**config.mk**
```make
export PLATFORM = sky130hd
export DESIGN_NAME = wbus_split_seq
export DESIGN_NICKNAME = d
export VERILOG_FILES = /design/src/rtl/wbseq_pkg.sv /design/src/rtl/wbseq_plan.sv /design/src/rtl/wbseq_ctrl.sv /design/src/rtl/wbseq_gather.sv /design/src/rtl/wbus_split_seq.sv
export SDC_FILE = /design/constraint.sdc
export NUM_CORES = 1
export LEC_CHECK = 0
export BUFFER_PORTS_ARGS = -buffer_cell sky130_fd_sc_hd__buf_2
export CAP_MARGIN = 10
export CORE_ASPECT_RATIO = 1.25
export CORE_MARGIN = 1
export CORE_UTILIZATION = 40
export CTS_BUF_LIST = sky130_fd_sc_hd__clkbuf_8 sky130_fd_sc_hd__clkbuf_16
export DETAILED_ROUTE_END_ITERATION = 8
export PLACE_DENSITY_LB_ADDON = 0.3
export SYNTH_ARGS = -nofsm -noshare
export SYNTH_HDL_FRONTEND = slang
export SYNTH_SLANG_ARGS = --single-unit
```
**constraint.sdc**
```tcl
create_clock -name clk -period 2.3 [get_ports clk]
set_clock_uncertainty 0.05 [all_clocks]
set_input_delay 0 -clock clk [delete_from_list [all_inputs] [get_ports clk]]
set_output_delay 0 -clock clk [all_outputs]
set_load 0.02 [all_outputs]
```
**src/rtl/wbseq_pkg.sv**
```systemverilog
// Shared types for the word-bus access sequencer.
// Assumes at most two bus transactions per request.
package wbseq_pkg;
    localparam int NSLOT = 2;
    localparam int IDXW  = $clog2(NSLOT);

    typedef enum logic [1:0] {
        OP_RD_WORD = 2'd0,
        OP_WR_WORD = 2'd1,
        OP_WR_BYTE = 2'd2
    } bus_op_e;

    // One planned bus transaction: operation, masked data, byte offset from base
    typedef struct packed {
        bus_op_e     op;
        logic [15:0] data;
        logic [1:0]  offs;
    } xfer_t;

    typedef enum logic [1:0] {
        S_IDLE = 2'd0,
        S_RUN  = 2'd1,
        S_DONE = 2'd2
    } seq_state_e;
endpackage

```
**src/rtl/wbseq_plan.sv**
```systemverilog
// Transaction planner: turns offset, length and direction into one or two
// bus transactions with masked data. Purely combinational.
// Assumes offset + length <= 4 and length != 0 (length 0 is planned as 1).
module wbseq_plan
    import wbseq_pkg::*;
(
    input  logic [1:0]              addr_lo,
    input  logic [1:0]              len,
    input  logic                    is_write,
    input  logic [31:0]             wdata,
    output xfer_t [NSLOT-1:0]       plan,
    output logic                    two_step
);
    // Select the transaction list for this request shape
    always_comb begin
        plan     = '0;
        two_step = 1'b0;
        if (!is_write) begin
            two_step = ({1'b0, len} + {2'b00, addr_lo[0]}) > 3'd2;
            plan[0]  = '{op: OP_RD_WORD, data: 16'h0000, offs: 2'd0};
            plan[1]  = '{op: OP_RD_WORD, data: 16'h0000, offs: 2'd2};
        end else begin
            case (len)
                2'd2: begin
                    if (addr_lo[0]) begin
                        two_step = 1'b1;
                        plan[0]  = '{op: OP_WR_BYTE, data: {8'h00, wdata[7:0]},  offs: 2'd0};
                        plan[1]  = '{op: OP_WR_BYTE, data: {8'h00, wdata[15:8]}, offs: 2'd1};
                    end else begin
                        plan[0]  = '{op: OP_WR_WORD, data: wdata[15:0], offs: 2'd0};
                    end
                end
                2'd3: begin
                    two_step = 1'b1;
                    if (addr_lo[0]) begin
                        plan[0] = '{op: OP_WR_BYTE, data: {8'h00, wdata[7:0]}, offs: 2'd0};
                        plan[1] = '{op: OP_WR_WORD, data: wdata[23:8],         offs: 2'd1};
                    end else begin
                        plan[0] = '{op: OP_WR_WORD, data: wdata[15:0],          offs: 2'd0};
                        plan[1] = '{op: OP_WR_BYTE, data: {8'h00, wdata[23:16]}, offs: 2'd2};
                    end
                end
                default: begin
                    plan[0] = '{op: OP_WR_BYTE, data: {8'h00, wdata[7:0]}, offs: 2'd0};
                end
            endcase
        end
    end
endmodule

```
**src/rtl/wbseq_ctrl.sv**
```systemverilog
// Sequence controller: accepts a request when idle, steps through the
// planned transactions one acknowledge at a time, aborts on bus error and
// produces a one-cycle done. Assumes the bus answers each offered transaction.
module wbseq_ctrl
    import wbseq_pkg::*;
(
    input  logic            clk,
    input  logic            rst_n,
    input  logic            start,
    input  logic            two_step_in,
    input  logic            bus_ack,
    input  logic            bus_err,
    output logic            load,
    output logic            issue,
    output logic [IDXW-1:0] idx,
    output logic            cap,
    output logic            done,
    output logic            err_out,
    output logic            busy
);
    seq_state_e      state;
    logic [IDXW-1:0] last_idx;
    logic            err_q;

    // Decode control strobes from the current state
    always_comb begin
        load    = (state == S_IDLE) && start;
        issue   = (state == S_RUN);
        cap     = (state == S_RUN) && bus_ack && !bus_err;
        done    = (state == S_DONE);
        err_out = (state == S_DONE) && err_q;
        busy    = (state != S_IDLE);
    end

    // State, step index and error flag
    always_ff @(posedge clk) begin
        if (!rst_n) begin
            state    <= S_IDLE;
            idx      <= '0;
            last_idx <= '0;
            err_q    <= 1'b0;
        end else begin
            case (state)
                S_IDLE: begin
                    if (start) begin
                        state    <= S_RUN;
                        idx      <= '0;
                        last_idx <= two_step_in ? IDXW'(1) : IDXW'(0);
                        err_q    <= 1'b0;
                    end
                end
                S_RUN: begin
                    if (bus_err) begin
                        state <= S_DONE;
                        err_q <= 1'b1;
                    end else if (bus_ack) begin
                        if (idx == last_idx) state <= S_DONE;
                        else                 idx   <= idx + IDXW'(1);
                    end
                end
                default: state <= S_IDLE;
            endcase
        end
    end

    // an unanswered transaction keeps being offered with the same step
    p_hold_step_r8: assert property (@(posedge clk) disable iff (!rst_n)
        issue && !bus_ack && !bus_err |=> issue && $stable(idx));

    // done lasts one cycle
    p_done_pulse_r9: assert property (@(posedge clk) disable iff (!rst_n)
        done |=> !done);

    // an error ends the sequence in the next cycle with the flag set
    p_err_stop_r10: assert property (@(posedge clk) disable iff (!rst_n)
        issue && bus_err |=> !issue && done && err_out);
endmodule

```
**src/rtl/wbseq_gather.sv**
```systemverilog
// Read-data gather: captures each acknowledged read word into its slot and
// places the result in aligned-read lane layout. Cleared at each new request.
module wbseq_gather
    import wbseq_pkg::*;
(
    input  logic            clk,
    input  logic            rst_n,
    input  logic            clear,
    input  logic            cap,
    input  logic [IDXW-1:0] cap_idx,
    input  logic [15:0]     word_in,
    input  logic            two_step,
    input  logic            hi_half,
    output logic [31:0]     rdata
);
    logic [15:0] word_q [NSLOT];

    for (genvar g = 0; g < NSLOT; g++) begin : g_slot
        // Hold the word returned by transaction g
        always_ff @(posedge clk) begin
            if (!rst_n || clear)                     word_q[g] <= '0;
            else if (cap && cap_idx == IDXW'(g))     word_q[g] <= word_in;
        end
    end

    // Place the captured words in the 32-bit result
    always_comb begin
        if (two_step)     rdata = {word_q[1], word_q[0]};
        else if (hi_half) rdata = {word_q[0], 16'h0000};
        else              rdata = {16'h0000, word_q[0]};
    end
endmodule

```
**src/rtl/wbus_split_seq.sv**
```systemverilog
// Top of the word-bus access sequencer. Latches the planned transactions of
// an accepted request and drives them onto the bus one at a time.
// Assumes offset + length <= 4, length != 0, and one request at a time.
module wbus_split_seq
    import wbseq_pkg::*;
#(
    parameter int AW = 16
) (
    input  logic          clk,
    input  logic          rst_n,
    input  logic          req_start,
    input  logic [AW-1:0] req_addr,
    input  logic [1:0]    req_len,
    input  logic          req_write,
    input  logic [31:0]   req_wdata,
    output logic          req_busy,
    output logic          rsp_done,
    output logic          rsp_err,
    output logic [31:0]   rsp_rdata,
    output logic          bus_req,
    output logic [AW-1:0] bus_addr,
    output logic          bus_write,
    output logic          bus_byte,
    output logic [15:0]   bus_wdata,
    input  logic [15:0]   bus_rdata,
    input  logic          bus_ack,
    input  logic          bus_err
);
    xfer_t [NSLOT-1:0] plan_d, plan_q;
    logic              two_d, two_q;
    logic [AW-1:0]     base_q;
    logic              hi_q, wr_q;
    logic              load, issue, cap;
    logic [IDXW-1:0]   idx;
    xfer_t             cur;

    wbseq_plan i_plan (
        .addr_lo  (req_addr[1:0]),
        .len      (req_len),
        .is_write (req_write),
        .wdata    (req_wdata),
        .plan     (plan_d),
        .two_step (two_d)
    );

    wbseq_ctrl i_ctrl (
        .clk         (clk),
        .rst_n       (rst_n),
        .start       (req_start),
        .two_step_in (two_d),
        .bus_ack     (bus_ack),
        .bus_err     (bus_err),
        .load        (load),
        .issue       (issue),
        .idx         (idx),
        .cap         (cap),
        .done        (rsp_done),
        .err_out     (rsp_err),
        .busy        (req_busy)
    );

    wbseq_gather i_gather (
        .clk      (clk),
        .rst_n    (rst_n),
        .clear    (load),
        .cap      (cap),
        .cap_idx  (idx),
        .word_in  (bus_rdata),
        .two_step (two_q),
        .hi_half  (hi_q),
        .rdata    (rsp_rdata)
    );

    // Latch the plan and request context when a request is accepted
    always_ff @(posedge clk) begin
        if (!rst_n) begin
            plan_q <= '0;
            two_q  <= 1'b0;
            base_q <= '0;
            hi_q   <= 1'b0;
            wr_q   <= 1'b0;
        end else if (load) begin
            plan_q <= plan_d;
            two_q  <= two_d;
            base_q <= req_addr;
            hi_q   <= req_addr[1];
            wr_q   <= req_write;
        end
    end

    // Drive the current transaction onto the bus
    always_comb begin
        cur       = plan_q[idx];
        bus_req   = issue;
        bus_addr  = issue ? base_q + AW'(cur.offs) : '0;
        bus_write = issue && (cur.op != OP_RD_WORD);
        bus_byte  = issue && (cur.op == OP_WR_BYTE);
        bus_wdata = (issue && cur.op != OP_RD_WORD) ? cur.data : 16'h0000;
    end

    // caller contract on accepted requests
    p_legal_req_r1: assert property (@(posedge clk) disable iff (!rst_n)
        req_start && !req_busy |-> req_len != 2'd0 &&
        ({1'b0, req_addr[1:0]} + {1'b0, req_len}) <= 3'd4);

    // bus fields stay put while a transaction waits
    p_bus_stable_r8: assert property (@(posedge clk) disable iff (!rst_n)
        bus_req && !bus_ack && !bus_err |=>
        $stable(bus_addr) && $stable(bus_wdata) && $stable(bus_write) && $stable(bus_byte));

    // a store never reads the bus
    p_no_rmw_r8: assert property (@(posedge clk) disable iff (!rst_n)
        bus_req && wr_q |-> bus_write);

    // no bus activity while idle
    p_idle_quiet_r12: assert property (@(posedge clk) disable iff (!rst_n)
        !req_busy |-> !bus_req && !rsp_done);
endmodule

```
* Word-level counts from Yosys, hierarchy flattened
Memories as Yosys holds them, arrays and structs flattened. Cells that the tools add are included.
Storage, ports and cells: register bits after elaboration 63, bits in writable memories 32, input port bits 72, word-level logic and storage cells 92, memories kept 1
Cells by class: add/subtract/negate cells 3, $lt $le $gt $ge 2, equal/unequal tests 13, muxes and demuxes 38, bitwise gates (word level) 3, reduce and logical (&&, ||, !) cells 19
Memory list:
- i_gather.word_q | words 2, bits a word 16, rd ports 2, clocked after Yosys merged registers in 0, write ports 2, line wbseq_gather.sv:16 | logic [15:0] word_q [NSLOT];
Operator list (number):
- 20-bit two-way mux | 4
- 40-bit two-way mux | 2
- 20-bit one-hot mux with 2 select lines | 2
- 16-bit two-way mux | 4
- 32-bit two-way mux | 2
- 16-bit by 2-bit adder with 16-bit output | 1
- 1-bit two-way mux | 16
- 2-bit inequality test (second input constant) | 5
- 2-bit equality test (second input constant) | 4
- 1-bit logical AND | 8
- 2-bit two-way mux | 4
- 1-bit one-hot mux with 2 select lines | 3
- 3-bit AND reduction | 2
- 2-bit nonzero test | 3
- 5-bit AND reduction | 1
- 2-bit one-hot mux with 2 select lines | 1
- 2-bit by 1-bit adder with 3-bit output | 1
- 3-bit by 2-bit > comparator with 1-bit output (second input constant) | 1
- 3-bit by 2-bit inequality test with 1-bit output (second input constant) | 1
- 3-bit inequality test (second input constant) | 1
- 2-bit by 1-bit equality test with 1-bit output (second input constant) | 1
- 1-bit logical NOT | 2
- 2-bit logical NOT | 1
- 1-bit by 2-bit < comparator with 1-bit output (second input constant) | 1
- other kinds (6) | 7

* Depth between registers and ports, before layout
Gate-level depths: netlist (run 1).
word-level depth 8, depth in mapped cells 9

* Modules after synthesis
A second synthesis (run 1) with hierarchy kept.
Unflattened totals: cells, all modules 484, area, all modules 5019.8 sq um
By module, submodules not included:
- wbus_split_seq | times used 1, cells each 286, area each 2826.5 sq um, seq. area each 1141.1 sq um
- wbseq_gather | times used 1, cells each 116, area each 1521.5 sq um, seq. area each 960.9 sq um
- wbseq_plan | times used 1, cells each 57, area each 427.9 sq um, seq. area each 0.0 sq um
- wbseq_ctrl | times used 1, cells each 25, area each 244.0 sq um, seq. area each 100.1 sq um

* Least setup slack after synthesis (run 1)
No wires, ideal clock.
path kind register to register, start point reg i_ctrl.state[1], end point mem i_gather.word_q[0][0], enable pin, setup time 0.414 ns, data arrival time 2.056 ns, required time 1.836 ns, slack -0.221 ns, cell stages (with the launch flop) 6, buffers on the path 1, period minus slack after synthesis 2.521 ns, path through dfxtp_1 nand2b_1 clkbuf_2 inv_1 nand2_1 o31ai_1
RTL lines:
- start: declaration | line wbseq_ctrl.sv:21 | seq_state_e state;
- start signal: assignment | line wbseq_ctrl.sv:38 | state <= S_IDLE;
- start signal: assignment | line wbseq_ctrl.sv:46 | state <= S_RUN;
- start signal: assignment | line wbseq_ctrl.sv:54 | state <= S_DONE;
- end: declaration | line wbseq_gather.sv:16

* Final worst setup path (run 1)
start point reg i_ctrl.idx, end point out bus_addr[10]
Between the ends: word-level cells in the longest chain between the ends 4
RTL lines:
- start: declaration | line wbseq_ctrl.sv:15 | output logic [IDXW-1:0] idx,
- start signal: assignment | line wbseq_ctrl.sv:58 | else idx <= idx + IDXW'(1);
- 20-bit two-way mux (implied by the code) (2 in a row) | line wbus_split_seq.sv:93 | cur = plan_q[idx];
- 16-bit by 2-bit adder with 16-bit output | line wbus_split_seq.sv:95 | bus_addr = issue ? base_q + AW'(cur.offs) : '0;
- 16-bit two-way mux | line wbus_split_seq.sv:95
- end: declaration | line wbus_split_seq.sv:21 | output logic [AW-1:0] bus_addr,
Every way passes these cells. The select of a mux whose other input is x is not followed.

==> results of run 1 <==
sequential cells by signal (all words and copies together) (netlist names):
name,count
i_ctrl.err_q,1
base_q,16
i_gather.word_q,32
plan_q,38
i_ctrl.idx,1
two_q,1
i_ctrl.state,2
logic make-up after synthesis:
group | count (synthesis) | synth area share [%]
simple gates | 181 | 22.2
fa+ha+maj | 6 | 1.88
xor+xnor | 13 | 2.60
flops | 91 | 48.9
buf+inv | 35 | 4.02
mux | 17 | 3.88
compound gates | 90 | 16.6
cell type report:
class / count / area [um^2]
Fill cell: 946 / 4530
Sequential cell: 91 / 2140
Multi-Input combinational cell: 307 / 2080
Timing Repair Buffer: 209 / 1390
Clock buffer: 9 / 225
Tap cell: 132 / 165
Clock inverter: 7 / 67.6
Inverter: 4 / 15.0
synthesized netlist by cell type, drive strengths merged, types with 8 or more instances:
cell / count / area share [%]
dfxtp: 59 / 27
and2: 54 / 7.8
nand2: 50 / 4.3
a22o: 41 / 8.2
nor2: 33 / 2.8
edfxtp: 32 / 22
buf: 17 / 2.5
mux2i: 17 / 3.9
a21boi: 16 / 2.7
clkbuf: 14 / 1.2
nor2b: 8 / 1.1
power groups by stage:
stage / registers, mW / logic, mW / clock network, mW
2_1_floorplan: 1.81 / 0.288 / 0
3_3_place_gp: 1.82 / 0.446 / 0
3_5_place_dp: 1.83 / 0.453 / 0
4_1_cts: 1.79 / 0.537 / 1.46
5_1_grt: 1.80 / 0.589 / 1.52
6_report: 1.79 / 0.536 / 1.43
metal layers:
layer,vias up,part of all wire [%]
met2,133,50
met1,1809,43
met4,0,1.5
met3,18,5.2
li1,1915,-
met5,-,0
critical path, delay by kind of cell, from the launching register on:
kind	cells	cell delay (ns)
XOR/XNOR	1	0.17
adder cells (fa/ha/maj)	2	0.58
buffers and inverters	1	0.16
flip-flops	1	0.32
AND/OR/NAND/NOR	4	0.55
through the flow:
| stage | hold WS (ns) | cells | power [mW] |
|---|---|---|---|
| finish | 0.0262 | 759 | 3.76 |
| global route | 0.0669 | 759 | 3.91 |
| CTS | 0.0155 | 759 | 3.79 |
| detailed placement | 0.169 | 681 | 2.28 |
| global placement | 0.161 | 681 | 2.27 |
| floorplan | 0.0400 | 433 | 2.10 |
worst paths after layout:
path | from | end | slack (ns) | cells past startpoint
hold reg to reg | plan_q[25]$_SDFFE_PN0P_ | plan_q[25]$_SDFFE_PN0P_ | 0.42 | 2
hold / removal | bus_err | i_ctrl.state[1]$_SDFFE_PN0P_ | 0.03 | 3
setup reg to reg | i_ctrl.state[0]$_SDFFE_PN0P_ | plan_q[21]$_SDFFE_PN0P_ | 0.27 | 5
setup / recovery | i_ctrl.idx$_SDFFE_PN0P_ | bus_addr[10] | 0.14 | 8
what timing repair did:
item / 4_1_cts / 5_1_grt
hold buffers: 62 / 0
gates resized for setup: 0 / 5
setup endpoints to repair: 0 / 13
endpoints found under the hold margin: 86 / 0
==> reports/qor.txt, run 1 <==
status = finished, final reports clean
GRT Total Usage = 20.0%
hpwl dp = 7400 um
initial core utilization = 41.3%
initial antenna violation count = 0
Final setup viols = 0
GPL Wtd Cong = 0.789
gr ovfl total = 0
Comb power frac = 14.3%
PwrDens = 617 nW/um^2
Hold Crit Class = input port to register
Sink Count = 91
Die Footprint = 11400 um^2
Arr. time, crit path = 2.11 ns
wire per inst = 14.7 um
die height = 119 um
#FFs+latches synth = 91
Top Ports = 142
leakage power = 2.66 nW
number of enable flip-flop cells after synthesis = 32
total negative slack = 0 ns
GRT busiest layer = met2
clock share of power = 38.0%
share of cells above drive strength 1 = 27.8%
htree depth = 3
slew margin rel. = 46.9%
Avg Inst Size Synth = 10.1 um^2
commonest cells after routing, fill and taps aside = 133 x buf_2, 62 x dlygate4sd3_1, 59 x dfxtp_1
routed wire length = 11100 um
sequential area share after synthesis = 48.9%
clock tree buffer depth = 2
Max Freq = 464 MHz
WP data required = 2.25 ns
switching power = 0.930 mW
delay of the slowest cell on the worst path = 0.38 ns
Via density = 5.11
Net count, final = 700
Syn Nets = 511
final worst slack = 0.144 ns
VDD IR max = 377 uV
period utilization = 93.7%
dpl ws = 0.271 ns
sequential power share = 47.7%
vias post-DR = 3875
Num CTS Buffers = 9
DRT iter0 DRCs = 136
first drt pass iteration count = 4
Crit Path Class = register to output pin
crit start category = register
mapped cell area = 4380 um^2
Post-synth ARST share = 0%
actual slew at the worst max-slew pin = 0.791 ns
Setup crit end kind = output pin
area grow syn2layout = 38.9%
Post-synth top flop = dfxtp_1
Warnings, synthesis = 0
post-route design area = 6090 um^2
min Tclk post-route = 2.16 ns
M2 GR Usage = 34.6%
Detail Route Antenna Nets = 0
Clock transition at path regs = 0.06 ns
Worst path slowest cell = fa_2
Cells after Synth = 433
residual DRC count = 0
CTS tree = yes
Sw Ratio = 24.7%
first-pass GRT wire length = 17700 um
post-CTS setup buffer count = 0
P_int = 2.83 mW
final hold violations = 0
Die Wd = 95.6 um
Placeable Area = 10600 um^2
Ant. Diodes = 0
row count = 42
met1 usage = 24.3%
critical path cell sequence = and2_1, ha_1, fa_2, and4_4, nand3_1, xor2_1, nor2_1, buf_2
Port Buffers = 133
Worst-Skew Late Latency = 0.34 ns
final core utilization = 57.4%
RSZ-0062 raised after global routing = false
vias in the first global route = 3830
crit-path max FO = 5
Root Driver = clkbuf_16
# Max-Cap Violations = 0
grt met3 use = 3.83%
Final Max Slew Viols = 0
pin count of the biggest net entering global routing = 37
most common cell after layout, fill and taps aside = buf_2
post-synth cell types = 53
Placed Area = 5160 um^2
Note: power is estimated with default switching activity, not from simulation.
==> inputs of run 2 (changes only) <==
CORE_ASPECT_RATIO = 1.4   (was 1.25)
==> reports/qor.txt, run 2 (synthesized netlist as in run 1, its figures left out) <==
R2R setup slack = 0.15 ns (-0.12 ns)
die height = 126 um (+5.7%)
Net count, final = 702 (+0.29%)
fillcell total = 909 (-3.9%)
initial antenna violation count = 0 (unchanged)
wire per inst = 15.0 um (+2.4%)
most common cell after layout, fill and taps aside = buf_2
total negative slack = 0 ns (unchanged)
# Max-Cap Violations = 0 (unchanged)
share of cells above drive strength 1 = 28.5% (+0.71 points)
CTS tree = yes
final core utilization = 58.4% (+1.0 points)
crit-path max FO = 5 (unchanged)
Num CTS Buffers = 9 (unchanged)
Root Driver = clkbuf_16
Crit Path Class = register to output pin
period utilization = 94.2% (+0.50 points)
switching power = 1.02 mW (+10%)
Top Ports = 142 (unchanged)
Die Footprint = 11400 um^2 (about the same)
Die Wd = 90.5 um (-5.4%)
crit start category = register
final hold slack = 0.0212 ns (-0.00504 ns)
final hold violations = 0 (unchanged)
P_int = 2.86 mW (+1.2%)
sequential power share = 46.1% (-1.6 points)
Hold Crit Class = input port to register
Worst-Skew Late Latency = 0.35 ns (about the same)
residual DRC count = 0 (unchanged)
clock share of power = 40.0% (+2.0 points)
leakage power = 2.68 nW (+0.65%)
first drt pass iteration count = 5 (+1)
Sink Count = 91 (unchanged)
Clock transition at path regs = 0.07 ns (about the same)
Final setup viols = 0 (unchanged)
slew margin rel. = 38.7% (-8.1 points)
Setup crit end kind = output pin
DRT iter0 DRCs = 191 (+40%)
row count = 44 (+4.8%)
gr ovfl total = 0 (unchanged)
status = finished, final reports clean
htree depth = 3 (unchanged)
pin count of the biggest net entering global routing = 37 (unchanged)
GRT Total Usage = 20.3% (+0.28 points)
initial core utilization = 41.7% (+0.39 points)
dpl ws = 0.264 ns (-0.00626 ns)
PwrDens = 633 nW/um^2 (+2.6%)
hpwl dp = 7570 um (+2.3%)
commonest cells after routing, fill and taps aside = 132 x buf_2, 62 x dlygate4sd3_1, 58 x dfxtp_1
max FFs per register = 38 (unchanged)
Sw Ratio = 26.4% (+1.6 points)
Port Buffers = 133 (unchanged)
clock tree buffer depth = 2 (unchanged)
Placeable Area = 10500 um^2 (-0.94%)
largest register by flop count = plan_q
vias in the first global route = 3882 (+1.4%)
Via density = 5.13 (+0.46%)
post-CTS setup buffer count = 0 (unchanged)
min Tclk post-route = 2.17 ns (+0.0114 ns)
vias post-DR = 3934 (+1.5%)
final worst slack = 0.133 ns (-0.0114 ns)
placed cell count = 687 (+0.88%)
first-pass GRT wire length = 18300 um (+3.6%)
Ant. Diodes = 0 (unchanged)
routed wire length = 11500 um (+3.5%)
GPL Wtd Cong = 0.819 (+3.8%)
VDD IR max = 392 uV (+3.9%)
actual slew at the worst max-slew pin = 0.916 ns (+0.124 ns)
largest registers = plan_q: 38 flops, i_gather.word_q: 32 flops, base_q: 16 flops
Max Freq = 461 MHz (-0.53%)
Final Max Slew Viols = 0 (unchanged)
Detail Route Antenna Nets = 0 (unchanged)
area grow syn2layout = 40.0%
WP data required = 2.25 ns (about the same)
Comb power frac = 13.8% (-0.5 points)
final cell count without fillers = 767 (+1.1%)
Arr. time, crit path = 2.12 ns (about the same)
==> run 2: power by group through the flow <==
stage / Clock, mW / Combinational [mW] / Sequential, mW
after floorplan: 0 / 0.288 / 1.81
after CTS: 1.58 / 0.533 / 1.79
after global routing: 1.65 / 0.585 / 1.80
final: 1.56 / 0.538 / 1.79
after global placement: 0 / 0.444 / 1.82
after detailed placement: 0 / 0.452 / 1.83
==> run 2: critical path, cell delays in order, from the launching register on <==
cell and delay, ns:
dfxtp_2 0.34, and2_1 0.16, ha_2 0.18, fa_2 0.36, and4_4 0.23, nand4_1 0.11, xor2_1 0.16, nor2_1 0.06
buf_4 0.16
==> run 2: path summary, 6_finish.rpt <==
check	from	cells after the start	to
setup / recovery	i_ctrl.idx$_SDFFE_PN0P_	8	bus_addr[8]
hold / removal	bus_ack	3	i_ctrl.state[0]$_SDFFE_PN0P_
setup reg to reg	i_ctrl.state[0]$_SDFFE_PN0P_	5	plan_q[23]$_SDFFE_PN0P_
hold reg to reg	plan_q[25]$_SDFFE_PN0P_	2	plan_q[25]$_SDFFE_PN0P_
==> run 2: cell type report <==
| class | instances | area, um^2 | area share [%] |
|---|---|---|---|
| Sequential cell | 91 | 2140 | 34.9 |
| Multi-Input combinational cell | 308 | 2090 | 34.1 |
| Timing Repair Buffer | 210 | 1400 | 22.8 |
| Clock buffer | 9 | 225 | 3.67 |
| Tap cell | 138 | 173 | 2.81 |
| Clock inverter | 7 | 88.8 | 1.45 |
| Inverter | 4 | 15.0 | 0.245 |
==> run 2: per-stage QoR <==
step,cell area [um^2],power [mW]
2_1_floorplan,4390,2.10
3_3_place_gp,5170,2.27
3_5_place_dp,5170,2.28
4_1_cts,6110,3.90
5_1_grt,6140,4.03
6_report,6140,3.89
==> run 2: repair_timing <==
action / 4_1_cts / 5_1_grt
hold buffers: 62 / 0
gates resized for setup: 2 / 5
setup endpoints to repair: 3 / 9
pin swaps: 0 / 2
gates cloned: 0 / 1
endpoints found under the hold margin: 87 / 0
==> run 2: metal layers <==
| layer | up-vias | part of all wire (%) | global-route usage (%) | wire, um |
|---|---|---|---|---|
| li1 | 1915 | - | - | - |
| met1 | 1866 | 42 | 23.3 | 4820 |
| met2 | 140 | 51 | 37.0 | 5890 |
| met3 | 13 | 5.4 | 3.50 | 627 |
| met4 | 0 | 1.7 | 7.69 | 192 |
| met5 | - | 0 | 0 | 0 |
